`src/rtl/panel_cfg_spi.sv`:
```
module panel_cfg_spi #(
  parameter int         AW         = 6,
  parameter logic [3:0] CHIP_ID    = 4'h4,
  parameter logic [3:0] CHIP_REV   = 4'h2,
  parameter logic [7:0] CTRL1_INIT = 8'h07
) (
  input  logic       clk,
  input  logic       rst_n,
  input  logic       sclk,
  input  logic       cs_n,
  input  logic       sdio_in,
  output logic       sdio_out,
  output logic       sdio_oe,
  input  logic [2:0] strap_res,
  input  logic       strap_pwr,
  output logic [2:0] res_code,
  output logic       standby
);
  localparam int DW    = 8;
  localparam int HDR   = AW + 2;
  localparam int FRAME = HDR + DW;
  localparam int CW    = $clog2(FRAME + 1);

  logic          sclk_q;
  logic [CW-1:0] cnt;
  logic [DW-1:0] sh;
  logic [AW-1:0] addr_q;
  logic          rd_q;
  logic [DW-1:0] test_q, ctrl1_q, ctrl2_q, rdata;
  logic [2:0]    bit_sel;
  logic          own, rise, fall, wr_commit;
  logic [DW-1:0] wdata;

  assign rise      = sclk & ~sclk_q & ~cs_n;
  assign fall      = ~sclk & sclk_q & ~cs_n;
  assign own       = ctrl2_q[7];
  assign wdata     = {sh[DW-2:0], sdio_in};
  assign wr_commit = rise && !rd_q && cnt == CW'(FRAME - 1);
  assign bit_sel   = 3'(CW'(FRAME - 1) - cnt);
  assign res_code  = own ? ctrl1_q[2:0] : strap_res;
  assign standby   = own ? ~ctrl2_q[0] : ~strap_pwr;

  always_comb begin
    rdata = '0;
    if (addr_q == AW'(0))      rdata = test_q;
    else if (addr_q == AW'(1)) rdata = {CHIP_ID, CHIP_REV};
    else if (addr_q == AW'(2)) rdata = own ? ctrl1_q : {ctrl1_q[7:3], strap_res};
    else if (addr_q == AW'(3)) rdata = own ? ctrl2_q : {ctrl2_q[7:1], strap_pwr};
  end

  always_ff @(posedge clk) sclk_q <= sclk;

  always_ff @(posedge clk) begin
    if (!rst_n) begin
      cnt      <= '0;
      sh       <= '0;
      addr_q   <= '0;
      rd_q     <= 1'b0;
      sdio_out <= 1'b0;
      sdio_oe  <= 1'b0;
      test_q   <= '0;
      ctrl1_q  <= CTRL1_INIT;
      ctrl2_q  <= '0;
    end else if (cs_n) begin
      cnt     <= '0;
      rd_q    <= 1'b0;
      sdio_oe <= 1'b0;
    end else begin
      if (rise && cnt < CW'(FRAME)) begin
        sh  <= wdata;
        cnt <= cnt + 1'b1;
        if (cnt == CW'(AW)) begin
          addr_q <= sh[AW-1:0];
          rd_q   <= sdio_in;
        end
      end
      if (wr_commit) begin
        if (addr_q == AW'(0))      test_q  <= wdata;
        else if (addr_q == AW'(2)) ctrl1_q <= wdata;
        else if (addr_q == AW'(3)) ctrl2_q <= wdata;
      end
      if (fall && rd_q) begin
        if (cnt >= CW'(HDR) && cnt < CW'(FRAME)) begin
          sdio_oe  <= 1'b1;
          sdio_out <= rdata[bit_sel];
        end else if (cnt == CW'(FRAME)) begin
          sdio_oe <= 1'b0;
        end
      end
    end
  end


  cs_release_chk: assert property (@(posedge clk) disable iff (!rst_n)
    cs_n |=> !sdio_oe);


  drive_read_only_chk: assert property (@(posedge clk) disable iff (!rst_n)
    sdio_oe |-> rd_q);


  out_on_fall_chk: assert property (@(posedge clk) disable iff (!rst_n)
    ($past(rst_n) && !$past(fall)) |-> $stable(sdio_out));


  res_hold_chk: assert property (@(posedge clk) disable iff (!rst_n)
    ($past(rst_n) && !$past(wr_commit) && $stable(strap_res)) |-> $stable(res_code));


  cnt_bound_chk: assert property (@(posedge clk) disable iff (!rst_n)
    cnt <= CW'(FRAME));
endmodule

```
`config.mk`:
```
export PLATFORM = sky130hd
export DESIGN_NAME = panel_cfg_spi
export DESIGN_NICKNAME = d
export VERILOG_FILES = /design/src/rtl/panel_cfg_spi.sv
export SDC_FILE = /design/constraint.sdc
export NUM_CORES = 1
export LEC_CHECK = 0
export BUFFER_PORTS_ARGS = -buffer_cell sky130_fd_sc_hd__buf_2
export CORE_UTILIZATION = 47
export DETAILED_ROUTE_END_ITERATION = 10
export PLACE_DENSITY_LB_ADDON = 0.1
export SKIP_LAST_GASP = 1
export SYNTH_ARGS = -nofsm -noshare
export SYNTH_HDL_FRONTEND = slang
export SYNTH_SLANG_ARGS = --single-unit
```
`constraint.sdc`:
```
create_clock -name clk -period 2.62 [get_ports clk]
set_clock_uncertainty 0.1 [all_clocks]
set_input_delay 0.524 -clock clk [delete_from_list [all_inputs] [get_ports clk]]
set_output_delay 0.524 -clock clk [all_outputs]
set_load 0.05 [all_outputs]
```
== After elaboration in Yosys (flattened, before gate mapping) ==
Index checks and enable logic that the tools add are counted.
Word-level totals
  input port bits: 9
  register bits after elaboration: 46
  output and inout port bits: 6
  logic and storage cells: 62
Cells by class
  add/subtract/negate cells: 2
  reductions and logical operators: 17
  order comparisons: 3
  multiplexer cells: 12
  bitwise logic cells: 12
  equality and inequality tests: 6
Operators with widths (number)
  8-bit two-way mux: 5
  6-bit by 2-bit == test with 1-bit output (second input constant): 2
  3-bit AND reduction: 3
  1-bit NOT: 8
  6-bit by 1-bit == test with 1-bit output (second input constant): 1
  6-bit zero test: 1
  3-bit two-way mux: 2
  2-bit AND reduction: 3
  5-bit by 1-bit adder with 5-bit output (second input constant): 1
  5-bit by 3-bit == test with 1-bit output (second input constant): 1
  5-bit by 4-bit == test with 1-bit output (second input constant): 1
  5-bit == test (second input constant): 1
  5-bit by 4-bit >= comparator with 1-bit output (second input constant): 1
  1-bit logical AND: 5
  5-bit less-than comparator (second input constant): 1
  5-bit AND reduction: 1
  1-bit AND: 4
  3-bit by 4-bit less-than comparator with 1-bit output (second input constant): 1
  1-bit two-way mux: 4
  4-bit AND reduction: 1
  1-bit binary-select mux with 3-bit select: 1
  3-bit subtractor (first input constant): 1
  2-bit nonzero test: 1
  2-bit OR reduction: 1
  1-bit zero test: 1

== Logic depth before layout (Yosys ltp) ==
Gate-level depths: netlist (run 1).
  depth after elaboration: 7
  depth in mapped cells: 8
  mapped depth without buffers: 7

== Least setup slack after synthesis (run 1) ==
Ideal clock, no wire load.
  path kind: input-to-reg
  start: input strap_pwr
  end: register sdio_out
  data arrival time: 2089 ps
  slack: 313 ps
  library setup time: 118 ps
  buffers on the path: 0
  required time: 2402 ps
  stages on the path: 5
  cells stage by stage: mux2i_1 > o211ai_1 > and4_1 > a211o_1 > o2111a_1
On the way
  longest elaborated chain between the ends: 7
Ends and longest elaborated chain
  start: declaration: RTL line 15  | input logic strap_pwr,
  8-bit two-way mux (2 in series): RTL line 48  | else if (addr_q == AW'(3)) rdata = own ? ctrl2_q : {ctrl2_q[7:1], strap_pwr};
  8-bit two-way mux: RTL line 47  | else if (addr_q == AW'(2)) rdata = own ? ctrl1_q : {ctrl1_q[7:3], strap_res};
  8-bit two-way mux: RTL line 46  | else if (addr_q == AW'(1)) rdata = {CHIP_ID, CHIP_REV};
  8-bit two-way mux: RTL line 45  | if (addr_q == AW'(0)) rdata = test_q;
  1-bit binary-select mux with 3-bit select: RTL line 85  | sdio_out <= rdata[bit_sel];
  1-bit two-way mux (implied by the code): RTL line 85
  end signal: assignment: RTL line 85
  end: declaration: RTL line 12  | output logic sdio_out,
No other way between the ends. The select of a mux whose other input is x is not followed.
A chain may end at the register's enable or synchronous reset.

== Final worst setup path (run 1) ==
  start: register cnt[1]
  end: register ctrl2_q[5]
On the way
  longest elaborated chain between the ends: 3
Ends and longest elaborated chain
  start: declaration: RTL line 25  | logic [CW-1:0] cnt;
  start signal: assignment: RTL line 71  | cnt <= cnt + 1'b1;
  5-bit by 4-bit == test with 1-bit output: RTL line 38  | assign wr_commit = rise && !rd_q && cnt == CW'(FRAME - 1);
  1-bit logical AND: RTL line 38
  5-bit AND reduction (no source line)
  end signal: assignment: RTL line 80  | else if (addr_q == AW'(3)) ctrl2_q <= wdata;
  end: declaration: RTL line 29  | logic [DW-1:0] test_q, ctrl1_q, ctrl2_q, rdata;
No other way between the ends.

==> impl_metrics.csv, run 1 <==
group,metric,value,unit
route,dr.pass1.iters,4,
timing,relSlewSlack,59.67,%
route,wire_per_inst,16.26,um
place,dpl.hpwl,3399,um
power,p_seq_share,57.9,%
route,drtIter0Drc,172,
clocking,insertion_delay,0.30,ns
final_layout,layout_commonest_cell,"dfxtp_1",
final_layout,final_area,2369,um2
global_routing,grt_usage,21.24,%
global_routing,grt_busiest_layer,"met2",
place,place_area,2273,um2
route,route.detailed.drc,0,
critical_path,reg2reg_setup_slack,0.32,ns
clocking,clockBufferDepth,2,
final_layout,mostFrequentLayoutCells,"46 x dfxtp_1, 37 x mux2i_1, 28 x nor2b_1, 25 x nand2_1, 14 x buf_2",
power,p_leak,0.0008919,uW
critical_path,start_kind,"register",
min_path,hold_depth,1,
clocking,clockRootBuffer,"clkbuf_8",
critical_path,crit_fanout,10,
global_routing,met3_usage,4.040,%
critical_path,crit_path_start,"cnt[1]$_SDFFE_PP0P_",
critical_path,r2r-start,"cnt[1]$_SDFFE_PP0P_",
clocking,cts_made_buffers,5,
timing,fmax,435.5,MHz
critical_path,cp-end-kind,"register",
die,start_util,49.52,%
power,power_switching,273.4,uW
global_routing,grt_max_degree,40,
yosys,yosysWarningCount,0,
clocking,cts_setup_buffers,0,
global_routing,grt_pass1_vias,1557,
clocking,ctsHoldBuffers,0,
die,die_y,70.20,um
power,p_sw_share,22.52,%
yosys,synth_edf_count,0,
clocking,htree_levels,2,
timing,hold_violations,0,
die,die_area,4927,um2
yosys,syn_avg_cell_area,9.936,um2
timing,setup_violations,0,
clocking,post_cts_resized,0,
timing,finalCritPeriodShare,87.65,%
die,chipWidth,70.20,um
die,io_pins,15,
place,routabilityCongestion,0.8243,
power,p_per_area,512.6,nW/um2
route,num_vias,1564,
yosys,synth_area,2186,um2
final_layout,nNetsFinal,247,
final_layout,antenna_cells,0,
yosys,syn_nets,233,
power,p_comb_share,4.9,%
power,clkPwrFrac,37.2,%
flow_run,maxCapViolCount,0,
timing,worst_pin_slew,0.6017,ns
critical_path,required,2.71,ns
timing,rsz0062_at_grt,"no",
final_layout,drive_above_1_share,14.47,%
timing,slew_violations,0,
final_layout,n_fill_cell,422,
timing,tns,0,ns
power,peakVddDrop,0.0003831,V
die,row_count,24,
yosys,ys_ff_latch,46,
critical_path,crit_arrival,2.39,ns
route,ant_nets,0,
critical_path,r2r-end,"ctrl2_q[5]$_SDFFE_PN0P_",
clocking,clk_pin_slew,0.08,ns
yosys,syn-instance-count,220,
yosys,synth.distinct_cells,41,
clocking,cts_tree,"done",
min_path,hp-start,"sclk",
power,internal_power,940.6,uW
place,port_buffers,14,
global_routing,grt_overflow,0,
final_layout,area_growth,8.357,%
critical_path,ff2ff_path_depth,7,
die,core,4414,um2
clocking,clkSinkCount,46,
final_layout,finish.utilization,53.66,%
min_path,min_to,"sclk_q$_DFF_P_",
yosys,synthArstFlopShare,0,%
yosys,synth_flop_cell,"dfxtp_1",
route,totalWireLength,4667,um
run_status,outcome,"finished, final reports clean",
timing,fin_crit,2.296,ns
min_path,hp-class,"in -> reg",
global_routing,antenna_found_initial,0,
yosys,ys_seq_area_share,42.13,%
critical_path,crit_type,"reg -> reg",
route,vias_per_cell,5.449,
global_routing,globalRouteMet2Util,35.47,%
global_routing,grt_pass1_wl,7990,um
global_routing,use_met1,28.01,%
## worst max-delay path, cell delays in order, from the launching register on
cell and delay (ns):
dfxtp_1 0.51, ha_1 0.22, and3_1 0.16, ha_1 0.15, nand3_1 0.16, or3_1 0.60, mux2i_1 0.22, nor2b_1 0.07
## per-layer routing
layer | vias to the layer above | part of all wire, % | wire [um]
met5 | - | 0 | 0
met4 | 0 | 1.2 | 55
met3 | 5 | 2.4 | 111
met2 | 19 | 48 | 2222
met1 | 756 | 49 | 2278
li1 | 784 | - | -
## synth_stat cells (2+ instances only)
| master | instances | area share (%) |
|---|---|---|
| dfxtp_1 | 46 | 42 |
| mux2i_1 | 37 | 17 |
| nor2b_1 | 28 | 8.0 |
| nand2_1 | 25 | 4.3 |
| nor2_1 | 13 | 2.2 |
| a21boi_0 | 7 | 2.4 |
| inv_1 | 6 | 1.0 |
| clkbuf_1 | 5 | 0.86 |
| buf_6 | 4 | 2.1 |
| ha_1 | 4 | 2.3 |
| nand4_1 | 4 | 1.1 |
| a21oi_1 | 3 | 0.69 |
| nor3_1 | 3 | 0.69 |
| and3_1 | 2 | 0.57 |
| mux2_2 | 2 | 1.0 |
| mux4_2 | 2 | 2.1 |
| nand2b_1 | 2 | 0.57 |
| nand3_1 | 2 | 0.46 |
| o21ai_0 | 2 | 0.46 |
| xnor2_1 | 2 | 0.80 |
## how the worst max path moves through the flow
stage	end	slack, ns	cells after the start
detailed placement	ctrl2_q[6]$_SDFFE_PN0P_	0.31	7
CTS	ctrl2_q[6]$_SDFFE_PN0P_	0.31	7
floorplan	sdio_out$_SDFFE_PN0P_	0.31	5
global placement	ctrl2_q[1]$_SDFFE_PN0P_	0.35	7
global route	ctrl1_q[2]$_SDFFE_PN1P_	0.12	7
finish	ctrl2_q[5]$_SDFFE_PN0P_	0.32	7
## power by group through the flow
stage | Combinational, uW | Sequential [uW] | Clock [uW]
finish | 59.4 | 703 | 452
global route | 63.1 | 703 | 499
CTS | 60.0 | 703 | 464
detailed placement | 59.8 | 719 | 0
global placement | 58.9 | 719 | 0
floorplan | 41.8 | 718 | 0
## flip-flops by register name, indices dropped and copies added (netlist names)
signal and flops:
ctrl2_q 8, rd_q 1, sh 7, sdio_out 1, test_q 8, cnt 5
addr_q 6, sdio_oe 1, ctrl1_q 8, sclk_q 1
## logic make-up (layout without fill, tap and decap cells)
kind of cell / Yosys count / in the layout / synth area share, %
buffers and inverters: 17 / 32 / 4.579
xor gates and xnor gates: 3 / 3 / 1.202
muxes: 42 / 42 / 20.72
AOI/OAI and AO/OA: 19 / 19 / 6.468
and+or+nand+nor: 89 / 89 / 22.61
DFF: 46 / 46 / 42.13
adders and majority gates: 4 / 4 / 2.290
## area by class of cell
cell class / instances / area, um2 / area share (%)
tap: 52 / 65.06 / 2.747
multi-input combinational: 157 / 1165 / 49.18
clock inverter: 1 / 8.758 / 0.3698
inverter: 6 / 22.52 / 0.9509
sequential: 46 / 920.9 / 38.88
clock buffer: 7 / 86.33 / 3.645
timing repair buffer: 18 / 100.1 / 4.226
## metrics by stage
stage	instances	hold WS, ns	setup slack [ns]	total power [uW]
2_1_floorplan	220	0.3355	0.3135	759.9
3_3_place_gp	279	0.3574	0.3518	778.1
3_5_place_dp	279	0.3626	0.3134	779.0
4_1_cts	287	0.2636	0.3076	1227
5_1_grt	287	0.2605	0.1216	1266
6_report	287	0.2667	0.3237	1214
Note: power is estimated with default switching activity, not from simulation.
==> inputs of run 2 (changes only) <==
Settings changed: CORE_UTILIZATION 47 to 59.
==> run 2 against run 1 <==
Non-clock buffer count fell by 1. Fmax fell by 2.7%. Clock power rose by 42%. Hold slack improved by 0.00068 ns. Register-to-register slack got worse by 0.06 ns. Setup slack got worse by 0.064 ns. Final cell count fell by 2.4%. Die area fell by 20%. Sequential power barely moved. Via count rose by 0.45%. Critical path depth did not move.
==> impl_metrics.csv, run 2 (synthesized netlist as in run 1, its figures left out) <==
group,metric,value,unit
global_routing,grt_overflow,0,
power,p_per_area,584.5,nW/um2
power,peakVddDrop,0.0004642,V
route,ant_nets,0,
clocking,cts_tree,"done",
final_layout,drive_above_1_share,14.53,%
final_layout,final_area,2401,um2
critical_path,crit_family,"simple AND/OR/NAND/NOR gates",
timing,rsz0062_at_grt,"no",
route,num_vias,1571,
global_routing,antenna_found_initial,0,
global_routing,grt_pass1_wl,7445,um
die,die_y,62.87,um
critical_path,crit_type,"reg -> reg",
critical_path,crit_fanout,10,
place,dpl.hpwl,3111,um
final_layout,area_growth,9.845,%
timing,hold_violations,0,
critical_path,r2r-start,"cnt[1]$_SDFFE_PP0P_",
final_layout,reg.largest.list,"ctrl1_q: 8 flops, ctrl2_q: 8 flops, test_q: 8 flops",
critical_path,max_stage_delay,0.60,ns
clocking,cts_setup_buffers,0,
critical_path,required,2.71,ns
global_routing,grt_max_degree,40,
clocking,insertion_delay,0.30,ns
timing,tns,0,ns
critical_path,crit_path_cell_trace,"ha_1 > and3_1 > ha_1 > nand3_1 > or3_1 > mux2i_1 > nor2b_1",
timing,fmax,423.6,MHz
timing,finalCritPeriodShare,90.10,%
critical_path,cp-end-kind,"register",
final_layout,antenna_cells,0,
clocking,htree_levels,2,
die,die_area,3952,um2
route,vias_per_cell,5.611,
global_routing,grt_usage,24.85,%
timing,hold_ws,0.2674,ns
clocking,cts_made_buffers,5,
flow_run,maxCapViolCount,0,
place,port_buffers,14,
die,io_pins,15,
final_layout,mostFrequentLayoutCells,"46 x dfxtp_1, 37 x mux2i_1, 28 x nor2b_1, 25 x nand2_1, 14 x buf_2",
place,place_area,2258,um2
critical_path,cpMaxStageDelayCell,"or3_1",
power,fin_total_pwr,1403,uW
min_path,hp-class,"in -> reg",
route,drtIter0Drc,93,
final_layout,layout_commonest_cell,"dfxtp_1",
route,wire_per_inst,15.66,um
route,totalWireLength,4385,um
clocking,clockRootBuffer,"clkbuf_8",
clocking,post_cts_resized,0,
min_path,hp-start,"sclk",
critical_path,crit_top_cell,"ha_1",
critical_path,crit_arrival,2.45,ns
die,chipWidth,62.87,um
route,route.detailed.drc,0,
critical_path,crit_path_start,"cnt[1]$_SDFFE_PP0P_",
power,p_leak,0.0009090,uW
die,row_count,21,
clocking,clockBufferDepth,2,
timing,worst_pin_slew,0.5695,ns
timing,slew_violations,0,
die,start_util,63.50,%
timing,relSlewSlack,61.91,%
timing,fin_crit,2.361,ns
clocking,clk_pin_slew,0.08,ns
final_layout,nNetsFinal,246,
clocking,ctsHoldBuffers,0,
timing,setup_violations,0,
route,dr.pass1.iters,4,
die,core,3442,um2
clocking,clkSinkCount,46,
critical_path,start_kind,"register",
critical_path,cp_num_buf_inv,0,
place,routabilityCongestion,0.8599,
run_status,outcome,"finished, final reports clean",
global_routing,grt_pass1_vias,1547,
-- run 2: worst reg2reg max path, stage by stage (launching register included) --
cell and delay (ns):
dfxtp_1 0.52, ha_1 0.24, and3_1 0.17, ha_1 0.14, nand3_1 0.17, or3_1 0.60
mux2i_1 0.24, nor2b_1 0.07
-- run 2: worst paths after layout --
kind                                           endpoint  slack (ns)  cells after the start
worst max register to register  ctrl2_q[4]$_SDFFE_PN0P_        0.26                      7
worst max-delay path            ctrl2_q[4]$_SDFFE_PN0P_        0.26                      7
worst min register to register  ctrl1_q[1]$_SDFFE_PN1P_        0.39                      2
worst min-delay path                     sclk_q$_DFF_P_        0.27                      1
-- run 2: metal layers --
layer | up-vias | global-route usage (%) | routed length [um]
met5 | - | 0 | 0
met4 | 0 | 11.05 | 115
met3 | 10 | 5.292 | 150
met2 | 29 | 39.92 | 2057
met1 | 743 | 31.83 | 2062
li1 | 789 | - | -
-- run 2: cell type report --
cell class                      instances  area [um2]
Clock buffer                            6       82.58
Fill cell                             260        1041
Inverter                                6       22.52
Tap cell                               46       57.56
Clock inverter                          2       60.06
Sequential cell                        46       920.9
Timing Repair Buffer                   17       92.59
Multi-Input combinational cell        157        1165
-- run 2: power by group --
group          internal [uW]  switching [uW]  total, uW
sequential               700            2.79        703
clock                    407             236        643
combinational           22.4            35.4       57.8
total                   1130             274       1400
-- run 2: per-stage QoR --
step	instances	util [%]	setup slack, ns
floorplan	220	-	0.3135
global placement	272	65.61	0.4074
detailed placement	272	65.61	0.3052
CTS	280	69.76	0.2683
global route	280	69.76	0.09042
finish	280	69.76	0.2593
==> inputs of run 3 (changes only) <==
==> constraint.sdc (replaced) <==
create_clock -name clk -period 2.62 [get_ports clk]
set_clock_uncertainty 0.1 [all_clocks]
set_input_delay 0.262 -clock clk [delete_from_list [all_inputs] [get_ports clk]]
set_output_delay 0.262 -clock clk [all_outputs]
set_load 0.05 [all_outputs]
==> run 3 against run 2 <==
The flow now finishes with violations (negative hold slack). Hold slack got worse by 0.27 ns. Setup slack improved by 0.0019 ns. Critical path depth did not move. Flip-flop and latch count did not move. Utilization fell by 0.98 points. Critical path type unchanged. Critical endpoint is now ctrl2_q[6]$_SDFFE_PN0P_.
==> impl_metrics.csv, run 3 (synthesized netlist as in run 1, its figures left out) <==
group,metric,value,unit
critical_path,cpMaxStageDelayCell,"or3_1",
power,p_leak,0.0008955,uW
final_layout,antenna_cells,0,
clocking,clockRootBuffer,"clkbuf_8",
final_layout,nNetsFinal,246,
global_routing,grt_max_degree,40,
critical_path,required,2.71,ns
final_layout,regArea,920.9,um2
die,row_count,21,
place,dp_cells,272,
timing,worst_pin_slew,0.5451,ns
timing,hold_ws,-0.002373,ns
final_layout,fin_cells,280,
die,core,3442,um2
timing,setup_violations,0,
timing,fmax,423.9,MHz
critical_path,crit_fanout,10,
place,routabilityCongestion,0.8929,
power,peakVddDrop,0.0004292,V
final_layout,multiInputGateArea,1165,um2
clocking,htree_levels,2,
critical_path,start_kind,"register",
timing,hold_violations,1,
critical_path,max_stage_delay,0.61,ns
min_path,hp-class,"in -> reg",
die,io_pins,15,
timing,slew_violations,0,
route,vias_per_cell,5.711,
final_layout,layout_commonest_cell,"dfxtp_1",
run_status,outcome,"finished with violations",
place,port_buffers,14,
route,wire_per_inst,16.34,um
clocking,cts_setup_buffers,0,
die,die_area,3952,um2
timing,fin_crit,2.359,ns
critical_path,crit_arrival,2.45,ns
critical_path,crit_top_cell,"ha_1",
final_layout,n_fill_cell,270,
critical_path,crit_path_cell_trace,"ha_1 > and3_1 > ha_1 > nand3_1 > or3_1 > mux2i_1 > nor2b_1",
critical_path,crit_type,"reg -> reg",
clocking,ctsHoldBuffers,0,
route,ant_nets,0,
die,chipWidth,62.87,um
global_routing,antenna_found_initial,0,
final_layout,area_growth,8.300,%
die,die_y,62.87,um
critical_path,cp-end-kind,"register",
route,dr.pass1.iters,4,
clocking,post_cts_resized,0,
critical_path,crit_family,"simple AND/OR/NAND/NOR gates",
run_status,violations,"negative hold slack",
timing,rsz0062_at_grt,"no",
clocking,clkSinkCount,46,
clocking,cts_made_buffers,5,
timing,tns,0,ns
final_layout,mostFrequentLayoutCells,"46 x dfxtp_1, 37 x mux2i_1, 28 x nor2b_1, 25 x nand2_1, 14 x buf_2",
global_routing,grt_overflow,0,
clocking,clk_pin_slew,0.08,ns
timing,finalCritPeriodShare,90.03,%
clocking,insertion_delay,0.30,ns
clocking,clockBufferDepth,2,
global_routing,grt_pass1_vias,1587,
critical_path,cp_num_buf_inv,0,
final_layout,drive_above_1_share,14.53,%
route,drtIter0Drc,126,
route,num_vias,1599,
clocking,cts_tree,"done",
global_routing,grt_usage,24.85,%
global_routing,grt_pass1_wl,7500,um
final_layout,reg.largest.list,"ctrl1_q: 8 flops, ctrl2_q: 8 flops, test_q: 8 flops",
route,route.detailed.drc,0,
timing,relSlewSlack,63.47,%
place,dpl.hpwl,3225,um
power,p_per_area,540.4,nW/um2
route,totalWireLength,4575,um
die,start_util,63.50,%
flow_run,maxCapViolCount,0,
run 3: cell types whose count changed in the layout (fill, tap and decap cells not counted), sizes merged:
cell,previous run,this run
bufinv,2,1
clkbuf,6,5
clkinv,0,2
run 3: final cells by class:
cell class / instances / share of cell area [%]
Clock buffer: 5 / 2.907
Clock inverter: 3 / 1.691
Inverter: 6 / 0.9514
Multi-Input combinational cell: 157 / 49.21
Sequential cell: 46 / 38.90
Tap cell: 46 / 2.431
Timing Repair Buffer: 17 / 3.911
run 3: per-layer routing:
layer  global-route usage (%)  vias to the layer above  routed length (um)
li1                         -                      790                   -
met1                    31.77                      752                1968
met2                    40.99                       51                2267
met3                    5.109                        6                 284
met4                    9.012                        0                  54
met5                        0                        -                   0
run 3: report_power, final:
| group | switching (uW) | total [uW] | internal [uW] |
|---|---|---|---|
| Clock | 237 | 518 | 281 |
| Combinational | 36.6 | 59.0 | 22.5 |
| Sequential | 2.04 | 702 | 700 |
| Total | 276 | 1280 | 1000 |
run 3: worst reg2reg max path, cell delays in order, from the launching register on:
cell and delay (ns):
dfxtp_1 0.51, ha_1 0.23, and3_1 0.17, ha_1 0.14
nand3_1 0.17, or3_1 0.62, mux2i_1 0.25, nor2b_1 0.07
run 3: final timing paths:
| path | end | start | slack (ns) | cells after the start |
|---|---|---|---|---|
| setup / recovery | ctrl2_q[6]$_SDFFE_PN0P_ | cnt[1]$_SDFFE_PP0P_ | 0.26 | 7 |
| hold / removal | sclk_q$_DFF_P_ | sclk | -0.002 | 1 |
| setup reg to reg | ctrl2_q[6]$_SDFFE_PN0P_ | cnt[1]$_SDFFE_PP0P_ | 0.26 | 7 |
| hold reg to reg | ctrl1_q[1]$_SDFFE_PN1P_ | ctrl1_q[1]$_SDFFE_PN1P_ | 0.38 | 2 |
run 3: stage by stage:
step / worst slack (ns) / hold slack [ns] / instance area, um2 / total power, uW / utilization [%]
after floorplan: 0.3275 / 0.1897 / 2186 / 759.9 / -
after global placement: 0.4460 / 0.2989 / 2258 / 776.4 / 65.61
after detailed placement: 0.3114 / 0.3015 / 2258 / 777.5 / 65.61
after CTS: 0.2972 / 0.0001295 / 2367 / 1282 / 68.77
after global routing: 0.1359 / 0.008746 / 2367 / 1321 / 68.77
final: 0.2612 / -0.002373 / 2367 / 1279 / 68.77
